--- src/rtl/exc_route_pkg.sv ---
// Package: shared types and source indices for the exception routing controller.
// Assumes: three exception sources, indexed in their fixed service order.
package exc_route_pkg;
    localparam int NSRC    = 3;
    localparam int IDX_ABT = 0;
    localparam int IDX_FIQ = 1;
    localparam int IDX_IRQ = 2;

    typedef enum logic [1:0] {
        MD_ABT = 2'd0,
        MD_FIQ = 2'd1,
        MD_IRQ = 2'd2,
        MD_MON = 2'd3
    } exc_mode_e;
endpackage

--- src/rtl/exc_arbiter.sv ---
// Module: fixed-order arbiter, lowest index wins, masked sources are skipped.
// Assumes: req and mask are aligned by source index; output is combinational.
module exc_arbiter #(
    parameter int N = 3
) (
    input  logic         clk,
    input  logic         rst_n,
    input  logic [N-1:0] req,
    input  logic [N-1:0] mask,
    output logic         vld,
    output logic [N-1:0] gnt,
    output logic [$clog2(N)-1:0] idx
);
    logic [N-1:0] live;
    assign live = req & ~mask;

    // Purpose: pick the first live source in index order.
    always_comb begin
        gnt = '0;
        idx = '0;
        for (int k = N - 1; k >= 0; k--) begin
            if (live[k]) begin
                gnt = '0;
                gnt[k] = 1'b1;
                idx = k[$clog2(N)-1:0];
            end
        end
    end

    assign vld = |live;


    single_grant_chk: assert property (@(posedge clk) disable iff (!rst_n)
        $onehot0(gnt));


    masked_grant_chk: assert property (@(posedge clk) disable iff (!rst_n)
        (gnt & mask) == '0);
endmodule

--- src/rtl/exc_router.sv ---
// Module: maps a granted source to its target mode and vector base select.
// Assumes: idx is valid only when the arbiter reports a grant.
module exc_router
    import exc_route_pkg::*;
#(
    parameter int N = NSRC
) (
    input  logic [$clog2(N)-1:0] idx,
    input  logic [N-1:0]         route_mon,
    output exc_mode_e            mode,
    output logic                 to_mon
);
    // Purpose: choose monitor when the source's routing bit is set, else its default mode.
    always_comb begin
        to_mon = route_mon[idx];
        if (to_mon) begin
            mode = MD_MON;
        end else begin
            case (idx)
                2'(IDX_ABT): mode = MD_ABT;
                2'(IDX_FIQ): mode = MD_FIQ;
                default:     mode = MD_IRQ;
            endcase
        end
    end
endmodule

--- src/rtl/exc_mask_filter.sv ---
// Module: holds the mask bits and applies the non-secure set protection per bit.
// Assumes: ns_i is the security state held before this edge's updates.
module exc_mask_filter #(
    parameter int N = 3
) (
    input  logic         clk,
    input  logic         rst_n,
    input  logic         ns_i,
    input  logic         wr_en,
    input  logic [N-1:0] wr_val,
    input  logic [N-1:0] lock,
    output logic [N-1:0] mask_q
);
    for (genvar g = 0; g < N; g++) begin : g_bit
        logic blocked;
        assign blocked = wr_val[g] && ns_i && lock[g];

        // Purpose: update one mask bit unless a protected non-secure set is attempted.
        always_ff @(posedge clk) begin
            if (!rst_n)
                mask_q[g] <= 1'b0;
            else if (wr_en && !blocked)
                mask_q[g] <= wr_val[g];
        end


        locked_set_chk: assert property (@(posedge clk) disable iff (!rst_n)
            (wr_en && wr_val[g] && ns_i && lock[g] && !mask_q[g]) |=> !mask_q[g]);


        free_write_chk: assert property (@(posedge clk) disable iff (!rst_n)
            (wr_en && (!ns_i || !wr_val[g] || !lock[g])) |=> (mask_q[g] == $past(wr_val[g])));
    end
endmodule

--- src/rtl/exc_route_ctrl.sv ---
// Module: top of the secure exception routing controller. Registers the grant,
// its target mode and base select, and owns the security-state bit.
// Assumes: requests are levels sampled each edge; one grant per cycle.
module exc_route_ctrl
    import exc_route_pkg::*;
(
    input  logic       clk,
    input  logic       rst_n,
    input  logic       req_abt,
    input  logic       req_fiq,
    input  logic       req_irq,
    input  logic       dbg_mode,
    input  logic       route_abt_mon,
    input  logic       route_fiq_mon,
    input  logic       route_irq_mon,
    input  logic       lock_abt_mask,
    input  logic       lock_fiq_mask,
    input  logic       ns_wr,
    input  logic       ns_wr_val,
    input  logic       msk_wr,
    input  logic       msk_wr_a,
    input  logic       msk_wr_f,
    input  logic       msk_wr_i,
    output logic       ns_state,
    output logic       mask_a,
    output logic       mask_f,
    output logic       mask_i,
    output logic       take_vld,
    output logic [1:0] take_mode,
    output logic       take_mon_base
);
    localparam int IW = $clog2(NSRC);

    logic [NSRC-1:0] req_v, route_v, lock_v, wval_v, mask_v, gnt;
    logic [IW-1:0]   gidx;
    logic            gvld, to_mon, mon_entry;
    exc_mode_e       gmode;
    logic            ns_q;

    assign req_v   = {req_irq, req_fiq, req_abt};
    assign route_v = {route_irq_mon, route_fiq_mon, route_abt_mon};
    assign lock_v  = {1'b0, lock_fiq_mask, lock_abt_mask};
    assign wval_v  = {msk_wr_i, msk_wr_f, msk_wr_a};

    exc_arbiter #(.N(NSRC)) u_arb (
        .clk(clk), .rst_n(rst_n), .req(req_v), .mask(mask_v),
        .vld(gvld), .gnt(gnt), .idx(gidx)
    );

    exc_router #(.N(NSRC)) u_rt (
        .idx(gidx), .route_mon(route_v), .mode(gmode), .to_mon(to_mon)
    );

    exc_mask_filter #(.N(NSRC)) u_msk (
        .clk(clk), .rst_n(rst_n), .ns_i(ns_q), .wr_en(msk_wr),
        .wr_val(wval_v), .lock(lock_v), .mask_q(mask_v)
    );

    assign mon_entry = gvld && to_mon;

    // Purpose: security-state bit; a non-debug monitor entry forces secure over a software write.
    always_ff @(posedge clk) begin
        if (!rst_n)
            ns_q <= 1'b0;
        else if (mon_entry && !dbg_mode)
            ns_q <= 1'b0;
        else if (ns_wr)
            ns_q <= ns_wr_val;
    end

    // Purpose: register the grant with its target mode and vector base select.
    always_ff @(posedge clk) begin
        if (!rst_n) begin
            take_vld      <= 1'b0;
            take_mode     <= 2'd0;
            take_mon_base <= 1'b0;
        end else begin
            take_vld      <= gvld;
            take_mode     <= gvld ? gmode : 2'd0;
            take_mon_base <= gvld && to_mon;
        end
    end

    assign ns_state = ns_q;
    assign mask_a   = mask_v[IDX_ABT];
    assign mask_f   = mask_v[IDX_FIQ];
    assign mask_i   = mask_v[IDX_IRQ];


    mon_secure_chk: assert property (@(posedge clk) disable iff (!rst_n)
        (mon_entry && !dbg_mode) |=> !ns_state);


    dbg_keep_ns_chk: assert property (@(posedge clk) disable iff (!rst_n)
        (mon_entry && dbg_mode && !ns_wr) |=> $stable(ns_state));


    mon_base_chk: assert property (@(posedge clk) disable iff (!rst_n)
        take_vld |-> (take_mon_base == (take_mode == 2'd3)));


    grant_latency_chk: assert property (@(posedge clk) disable iff (!rst_n)
        !(req_abt || req_fiq || req_irq) |=> !take_vld);
endmodule

--- config.mk ---
export PLATFORM = sky130hd
export DESIGN_NAME = exc_route_ctrl
export DESIGN_NICKNAME = d
export VERILOG_FILES = /design/src/rtl/exc_route_pkg.sv /design/src/rtl/exc_arbiter.sv /design/src/rtl/exc_router.sv /design/src/rtl/exc_mask_filter.sv /design/src/rtl/exc_route_ctrl.sv
export SDC_FILE = /design/constraint.sdc
export NUM_CORES = 1
export LEC_CHECK = 0
export ABC_AREA = 1
export BUFFER_PORTS_ARGS = -buffer_cell sky130_fd_sc_hd__buf_4
export CORE_AREA = 5 5 42 44
export DETAILED_ROUTE_END_ITERATION = 10
export DIE_AREA = 0 0 47 49
export GPL_TIMING_DRIVEN = 0
export MAX_ROUTING_LAYER = met4
export PLACE_DENSITY_LB_ADDON = 0.08
export SLEW_MARGIN = 20
export SYNTH_ARGS = -nofsm -noshare
export SYNTH_HDL_FRONTEND = slang
export SYNTH_SLANG_ARGS = --single-unit
export TNS_END_PERCENT = 5
--- constraint.sdc ---
create_clock -name clk -period 1.23 [get_ports clk]
set_input_delay 0.0615 -clock clk [delete_from_list [all_inputs] [get_ports clk]]
set_output_delay 0.0615 -clock clk [all_outputs]
set_load 0.005 [all_outputs]
Word level (Yosys, flattened, before mapping):

Index checks and enable logic that the tools add are counted.

* flip-flop bits (word level): 8
* logic and storage cells: 34

* equal/unequal tests: 1
* reduce and logical (&&, ||, !) cells: 15
* bitwise gates (word level): 3
* $lt $le $gt $ge: 1
* mux-type cells: 7

Operator list (number)
* 1-bit logical AND: 8
* 2-bit 2-to-1 mux: 4
* 2-bit one-hot mux with 2 select lines: 1
* 3-bit AND: 1
* 1-bit zero test: 3
* 2-bit by 3-bit < comparator with 1-bit output, second input constant: 1
* 3-bit NOT: 1
* 3-bit OR reduction: 1
* 1-bit binary-select mux with 2-bit select: 1
* 2-bit by 1-bit == test with 1-bit output, second input constant: 1
* 2-bit zero test: 1
* 2-bit AND reduction: 1
* 2-bit OR reduction: 1
* 1-bit 2-to-1 mux: 1
* 1-bit NOT: 1

Depth between registers and ports, before layout:

Gate-level depths: netlist (run 1).

* depth in word-level cells: 10
* depth in mapped cells: 7

By module:

A second synthesis (run 1) with hierarchy kept.

* cell total of the unflattened synthesis: 73
* area, all modules: 439.2 um^2

By module, submodules not included
* exc_route_ctrl: times used 1, area an instance 168.9 um^2, cells an instance 23, seq. area each 100.1 um^2
* exc_mask_filter: times used 1, area an instance 142.6 um^2, cells an instance 24, seq. area each 60.1 um^2
* exc_arbiter: times used 1, area an instance 65.1 um^2, cells an instance 13, seq. area each 0.0 um^2
* exc_router: times used 1, area an instance 62.6 um^2, cells an instance 13, seq. area each 0.0 um^2

Worst setup path before layout (run 1):

Ideal clock, no wire load.

* kind: register to register
* start: reg u_msk.mask_q[1]
* end: reg take_mode[0]
* slack: 0.282 ns
* data required time: 1.115 ns
* data arrival time: 0.833 ns
* setup time: 0.115 ns
* stages on the path, launching flop included: 7
* path through: dfxtp_1 -> inv_1 -> nand2_2 -> nand3_2 -> nor2_2 -> nand3b_1 -> nand2_1

* longest elaborated chain between the ends: 7

RTL lines
* start: declaration: line exc_mask_filter.sv:12 `output logic [N-1:0] mask_q`
* start signal: indexed assignment: line exc_mask_filter.sv:23 `mask_q[g] <= wr_val[g];`
* 3-bit NOT *: line exc_arbiter.sv:15 `assign live = req & ~mask;`
* 3-bit AND *: line exc_arbiter.sv:15
* 2-bit 2-to-1 mux (2 in series): line exc_arbiter.sv:22 `if (live[k]) begin`
* 2-bit by 1-bit == test with 1-bit output, or another cell as far along: line exc_router.sv:19 `case (idx)`
* 2-bit one-hot mux with 2 select lines / 1-bit 2-to-1 mux (equally long branches): line exc_router.sv:19, exc_router.sv:15
* 2-bit 2-to-1 mux: line exc_router.sv:16 `if (to_mon) begin`
* end signal: assignment: line exc_route_ctrl.sv:79 `take_mode <= gvld ? gmode : 2'd0;`
* end: declaration: line exc_route_ctrl.sv:29 `output logic [1:0] take_mode,`

Every way passes the cells marked *; elsewhere a longest branch is shown, timed or not. The select of a mux whose other input is x is not followed.
A chain may end at the register's enable or synchronous reset.

Final worst setup path (run 1):

Ends and elaborated chain as after synthesis.

==> out/qor.csv, run 1 <==
metric,value,unit
status,completed,
number of antenna diodes,0,
Pwr Total,642,uW
share of layout cells above drive strength 1,43.6,%
initial antenna violation count,0,
antenna-violating nets left,0,
# rows,14,
GRT Util Overall,8.68,%
Comb pwr share,22.4,%
worst-case clock buffer depth,2,
Critical Path AT,1.16,ns
root buffer selected by CTS,clkbuf_4,
Peak supply drop,0.400,mV
Post-CTS Resized,0,
die span in y,49,um
"critical path fanouts, max",4,
final setup fails,0,
core area,1400,sq um
Clock Sinks,8,
Total Wirelength,876,um
Final HPWL DP,748,um
max cap viols,0,
Crit. End Element,flip-flop,
Slew @ Worst Pin,0.175,ns
Leak Pwr,0.325,nW
Top delay family on crit path,simple AND/OR/NAND/NOR gates,
Avg Vias per Cell,4.17,
setup repair bufs after CTS,0,
Synthesized Nets,68,
final-layout fill cell count,163,
vias in the first global route,360,
"Hold-fix buffers, CTS",0,
multi-input logic area,164,sq um
final worst-path cycle share,82.7,%
CP bufs+invs,1,
port bufs,24,
"Slowest-stage cell, CP",dfxtp_1,
CTS tree,built,
"top cells by area, synth","dfxtp_1 (44%), inv_1 (10%), nand2_1 (9.2%), a21oi_1 (5.5%), nand3_2 (5.5%)",
final setup TNS,0,ns
Mapped Cells,51,
largest net degree at the start of global routing,7,
Synth area leader,dfxtp_1,
worst hold path type,input pin to flip-flop,
final hold vios,0,
CTS buffer count,3,
post-place setup slack,0.216,ns
Seq pwr share,45.7,%
DRC,0,
Rel. slew slack,88.2,%
placed cells,91,
WHS,0.0665,ns
Fmax,983,MHz
DR vias,392,
Clk network pwr share,31.9,%
"Worst Setup Slack, final",0.212,ns
Worst path max stage delay,0.39,ns
Slew Limit Fails,0,
CP required,1.38,ns
First DRT Iteration DRCs,5,
nets@finish,97,
synthesis-stage register bit count,8,
WL/cell,9.32,um
final cell count without fillers,94,
startpoint types,flip-flop,
syn_area_per_cell,7.16,sq um
Psw,165,uW
CTS H-Tree Depth,1,
I/O Pins,25,
DR pass1 iterations,2,
die area,2300,sq um
total grt overflow,0,
post-synth top area share,43.8,%
WS Path Type,flip-flop to flip-flop,
P&R area growth vs syn,61.0,%
Post-Syn Area,365,sq um
first-pass GRT wire length,1.43,mm
final RePlAce weighted congestion,0.718,
latest clock arrival within the worst-skew pair,0.25,ns
internal power,477,uW
min Tclk post-route,1.02,ns
Clock transition at path regs,0.06,ns
Initial Util,26.1,%
power per cell area,1090,nW/um^2
Clock Skews,0.00471,ns
die width,47,um
sequential share of the synthesized area,43.8,%
crit path cell chain,inv_1 > nand2_2 > nand3_2 > nor2_2 > nand3b_1 > nand2_1,
switching part of the total,25.7,%
YS warnings,0,
synth unique cells,13,
Reg area,160,sq um
RSZ-0062 raised after global routing,no,
worst paths after layout:
path	start	slack, ns	endpoint	cells past startpoint
worst min-delay path	msk_wr	0.07	u_msk.mask_q[0]	3
worst max-delay path	u_msk.mask_q[1]	0.21	take_mode[0]	6
worst min register to register	u_msk.mask_q[2]	0.49	u_msk.mask_q[2]	2
worst max register to register	u_msk.mask_q[1]	0.21	take_mode[0]	6
cells in the mapped netlist:
library cell  count
inv_1            10
nand2_1           9
dfxtp_1           8
a21oi_1           4
nor2_1            4
o21ai_0           4
nand3_1           3
nand2_2           2
nand3_2           2
nor2_2            2
inv_2             1
nand3b_1          1
o21a_1            1
cell usage in the layout (no fill, tap or decap):
cell type  count
nand2_2        2
nand2_1        9
inv_2          1
inv_1         10
nand3_1        3
o21ai_0        4
nand3_2        2
buf_4         24
dfxtp_1        8
o21a_1         1
nor2_2         2
nand3b_1       1
clkbuf_4       3
a21oi_1        4
nor2_1         4
area by class of cell:
type	count	share of cell area (%)
Tap cell	16	3.40
Timing Repair Buffer	24	30.6
Sequential cell	8	27.2
Multi-Input combinational cell	32	27.9
Inverter	11	7.02
Clock buffer	3	3.83
cell families (layout without fill, tap and decap cells):
logic type | after synthesis | after routing | share of synthesized area (%)
simple gates | 23 | 23 | 31.8
buf+inv | 11 | 38 | 11.3
compound gates | 9 | 9 | 13.0
flops | 8 | 8 | 43.8
power groups by stage:
stage / registers (mW) / logic [mW] / clock network (mW)
6_report: 0.294 / 0.144 / 0.205
5_1_grt: 0.297 / 0.161 / 0.230
4_1_cts: 0.294 / 0.146 / 0.214
3_5_place_dp: 0.300 / 0.146 / 0
3_3_place_gp: 0.299 / 0.146 / 0
2_1_floorplan: 0.301 / 0.0569 / 0
worst reg2reg max path, stage by stage, from the launching register on:
cell	delay, ns
dfxtp_1	0.39
inv_1	0.07
nand2_2	0.07
nand3_2	0.10
nor2_2	0.11
nand3b_1	0.13
nand2_1	0.05
state kept, by name, indices dropped and copies added (netlist names):
name           cells
take_vld           1
take_mode          2
u_msk.mask_q       3
ns_state           1
take_mon_base      1
metal layers:
metal / routed length, um / global-route usage (%)
met1: 365 / 10.4
met5: 0 / -
met2: 443 / 13.1
met3: 67 / 3.32
met4: 0 / 2.76
through the flow:
stage               area [sq um]  utilization, %
global route                 588            42.0
finish                       588            42.0
detailed placement           566            40.4
floorplan                    365               -
CTS                          588            42.0
global placement             566            40.4
Power figures use the tool's default switching activity.
==> run 2, diff against run 1 <==
--- a/config.mk
+++ b/config.mk
@@ -5,7 +5,7 @@
 export SDC_FILE = /design/constraint.sdc
 export NUM_CORES = 1
 export LEC_CHECK = 0
-export ABC_AREA = 1
+export ABC_AREA = 0
 export BUFFER_PORTS_ARGS = -buffer_cell sky130_fd_sc_hd__buf_4
 export CORE_AREA = 5 5 42 44
 export DETAILED_ROUTE_END_ITERATION = 10
==> constraint.sdc (replaced) <==
create_clock -name clk -period 0.9 [get_ports clk]
set_input_delay 0.045 -clock clk [delete_from_list [all_inputs] [get_ports clk]]
set_output_delay 0.045 -clock clk [all_outputs]
set_load 0.005 [all_outputs]
==> out/qor.csv, run 2 <==
metric,value,unit
setup repair bufs after CTS,0,
crit path cell chain,nor2b_2 > nor3_1 > o311a_1,
CP bufs+invs,0,
r2r worst-path depth,3,
"Hold-fix buffers, CTS",0,
Rel. slew slack,75.0,%
DR pass1 iterations,2,
first-pass GRT wire length,1.37,mm
min Tclk post-route,1.08,ns
CP required,1.04,ns
Psw,205,uW
port bufs,24,
I/O Pins,25,
Top delay family on crit path,flip-flops,
most frequent cells in the layout,"buf_4 (24), dfxtp_1 (5), nor2b_1 (4)",
# rows,14,
Reg with most FFs,u_msk.mask_q,
Slew Limit Fails,0,
largest net degree at the start of global routing,7,
core area,1400,sq um
r2r setup slk,-0.18,ns
CTS buffer count,3,
Largest register FFs,3,
CTS H-Tree Depth,1,
Clock transition at path regs,0.06,ns
stages on the worst setup path,3,
Worst path max stage delay,0.34,ns
final setup TNS,-0.460,ns
post-place setup slack,-0.169,ns
sequential share of the synthesized area,47.8,%
worst setup path endpoint,ns_state,
latest clock arrival within the worst-skew pair,0.25,ns
antenna-violating nets left,0,
final RePlAce weighted congestion,0.589,
"commonest non-fill, non-tap cell in the layout",buf_4,
root buffer selected by CTS,clkbuf_4,
"critical path fanouts, max",4,
die area,2300,sq um
Fmax,930,MHz
number of antenna diodes,0,
syn_area_per_cell,9.86,sq um
final setup fails,4,
internal power,654,uW
Critical Path AT,1.22,ns
Total Wirelength,847,um
Worst Setup SP,u_msk.mask_q[0],
First DRT Iteration DRCs,2,
Post-synth top flop,dfxtp_1,
status,"complete, but fails checks",
Synthesized Nets,51,
WS Path Type,flip-flop to flip-flop,
Synth area leader,dfxtp_1,
RSZ-0062 raised after global routing,yes,
share of layout cells above drive strength 1,60.7,%
largest registers,"u_msk.mask_q: 3 flops, take_mode: 2 flops",
max cap viols,0,
Initial Util,23.9,%
Avg Vias per Cell,4.36,
startpoint types,flip-flop,
DR vias,336,
"Core Util, Final",40.7,%
worst-case clock buffer depth,2,
"Worst Setup Slack, final",-0.175,ns
Seq pwr share,46.8,%
WL/cell,11.0,um
initial antenna violation count,0,
global route hottest layer,met2,
Comb pwr share,20.5,%
FF-to-FF Start,u_msk.mask_q[0],
Leak Pwr,0.277,nW
synthesis-stage register bit count,8,
final hold vios,0,
vias in the first global route,369,
nets@finish,80,
Pwr Total,859,uW
worst r2r dst,ns_state,
CTS tree,built,
Clock Sinks,8,
Synth top cells by count,"dfxtp_1 (8), nor2b_1 (5), nor2_1 (3)",
failing checks,setup timing,
Slew @ Worst Pin,0.371,ns
P&R area growth vs syn,70.1,%
met3 Resource Use GR,3.32,%
Clock Skews,0.00110,ns
post-synth top area share,47.8,%
switching part of the total,23.9,%
fraction of registers with async set/reset,0,%
GRT Util Overall,8.52,%
Crit. End Element,flip-flop,
Peak supply drop,0.604,mV
synth unique cells,17,
worst hold path type,input pin to flip-flop,
final instance area,571,sq um
most common cell in the netlist,dfxtp_1,
Clk network pwr share,32.7,%
Post-Syn Area,335,sq um
YS warnings,0,
DP Area,536,sq um
power per cell area,1500,nW/um^2
met1 Track Usage GR,8.79,%
DRC,0,
total grt overflow,0,
grt met2 use,12.9,%
die span in y,49,um
"EDFF count, synth",0,
die width,47,um
Mapped Cells,34,
"top cells by area, synth","dfxtp_1 (48%), nor2b_1 (9.3%), o41ai_2 (4.9%), mux2_2 (3.4%), nor2_1 (3.4%)",
"Slowest-stage cell, CP",dfxtp_2,
final worst-path cycle share,119,%
==> run 2: tightest hold or removal path, stage by stage <==
cell     delay [ns]
buf_4          0.07
o21ai_0        0.07
nor2_1         0.08
==> run 2: power groups by stage <==
stage	sequential, mW	clock, mW	combinational (mW)
final	0.402	0.281	0.176
after global routing	0.406	0.311	0.193
after CTS	0.402	0.295	0.175
after detailed placement	0.408	0	0.174
after global placement	0.408	0	0.174
after floorplan	0.408	0	0.0617
==> run 2: worst min-delay path by stage <==
stage                  start               to  cells past startpoint
floorplan              rst_n  u_msk.mask_q[2]                      1
global placement    msk_wr_i  u_msk.mask_q[2]                      3
detailed placement  msk_wr_f  u_msk.mask_q[1]                      3
CTS                 msk_wr_f  u_msk.mask_q[1]                      3
global route        dbg_mode         ns_state                      2
finish              msk_wr_a  u_msk.mask_q[0]                      3
==> run 2: area by class of cell <==
class / count / area [sq um]
Clock buffer: 3 / 22.5
Fill cell: 161 / 831
Inverter: 2 / 7.51
Multi-Input combinational cell: 24 / 176
Sequential cell: 8 / 164
Tap cell: 16 / 20.0
Timing Repair Buffer: 24 / 180
==> run 2: per-stage QoR <==
| step | hold WS (ns) | cells |
|---|---|---|
| 2_1_floorplan | 0.173 | 34 |
| 3_3_place_gp | 0.304 | 74 |
| 6_report | 0.0462 | 77 |
| 4_1_cts | 0.0374 | 77 |
| 3_5_place_dp | 0.307 | 74 |
| 5_1_grt | 0.0476 | 77 |
==> run 2: metal layers <==
layer,vias up,wire length (um)
li1,174,-
met1,149,350
met2,13,428
met3,0,68
met4,0,0
met5,-,0
==> run 2: kinds of logic after synthesis <==
family / synth area share [%]
AOI/OAI and AO/OA: 18.7
and+or+nand+nor: 25.0
muxes: 6.34
buffers and inverters: 2.24
DFF: 47.8
==> run 2: what timing repair did <==
| action | 4_1_cts | 5_1_grt |
|---|---|---|
| gates cloned | 0 | 0 |
| gates resized for setup | 3 | 3 |
| pin swaps | 0 | 0 |
| endpoints found under the setup margin | 5 | 4 |
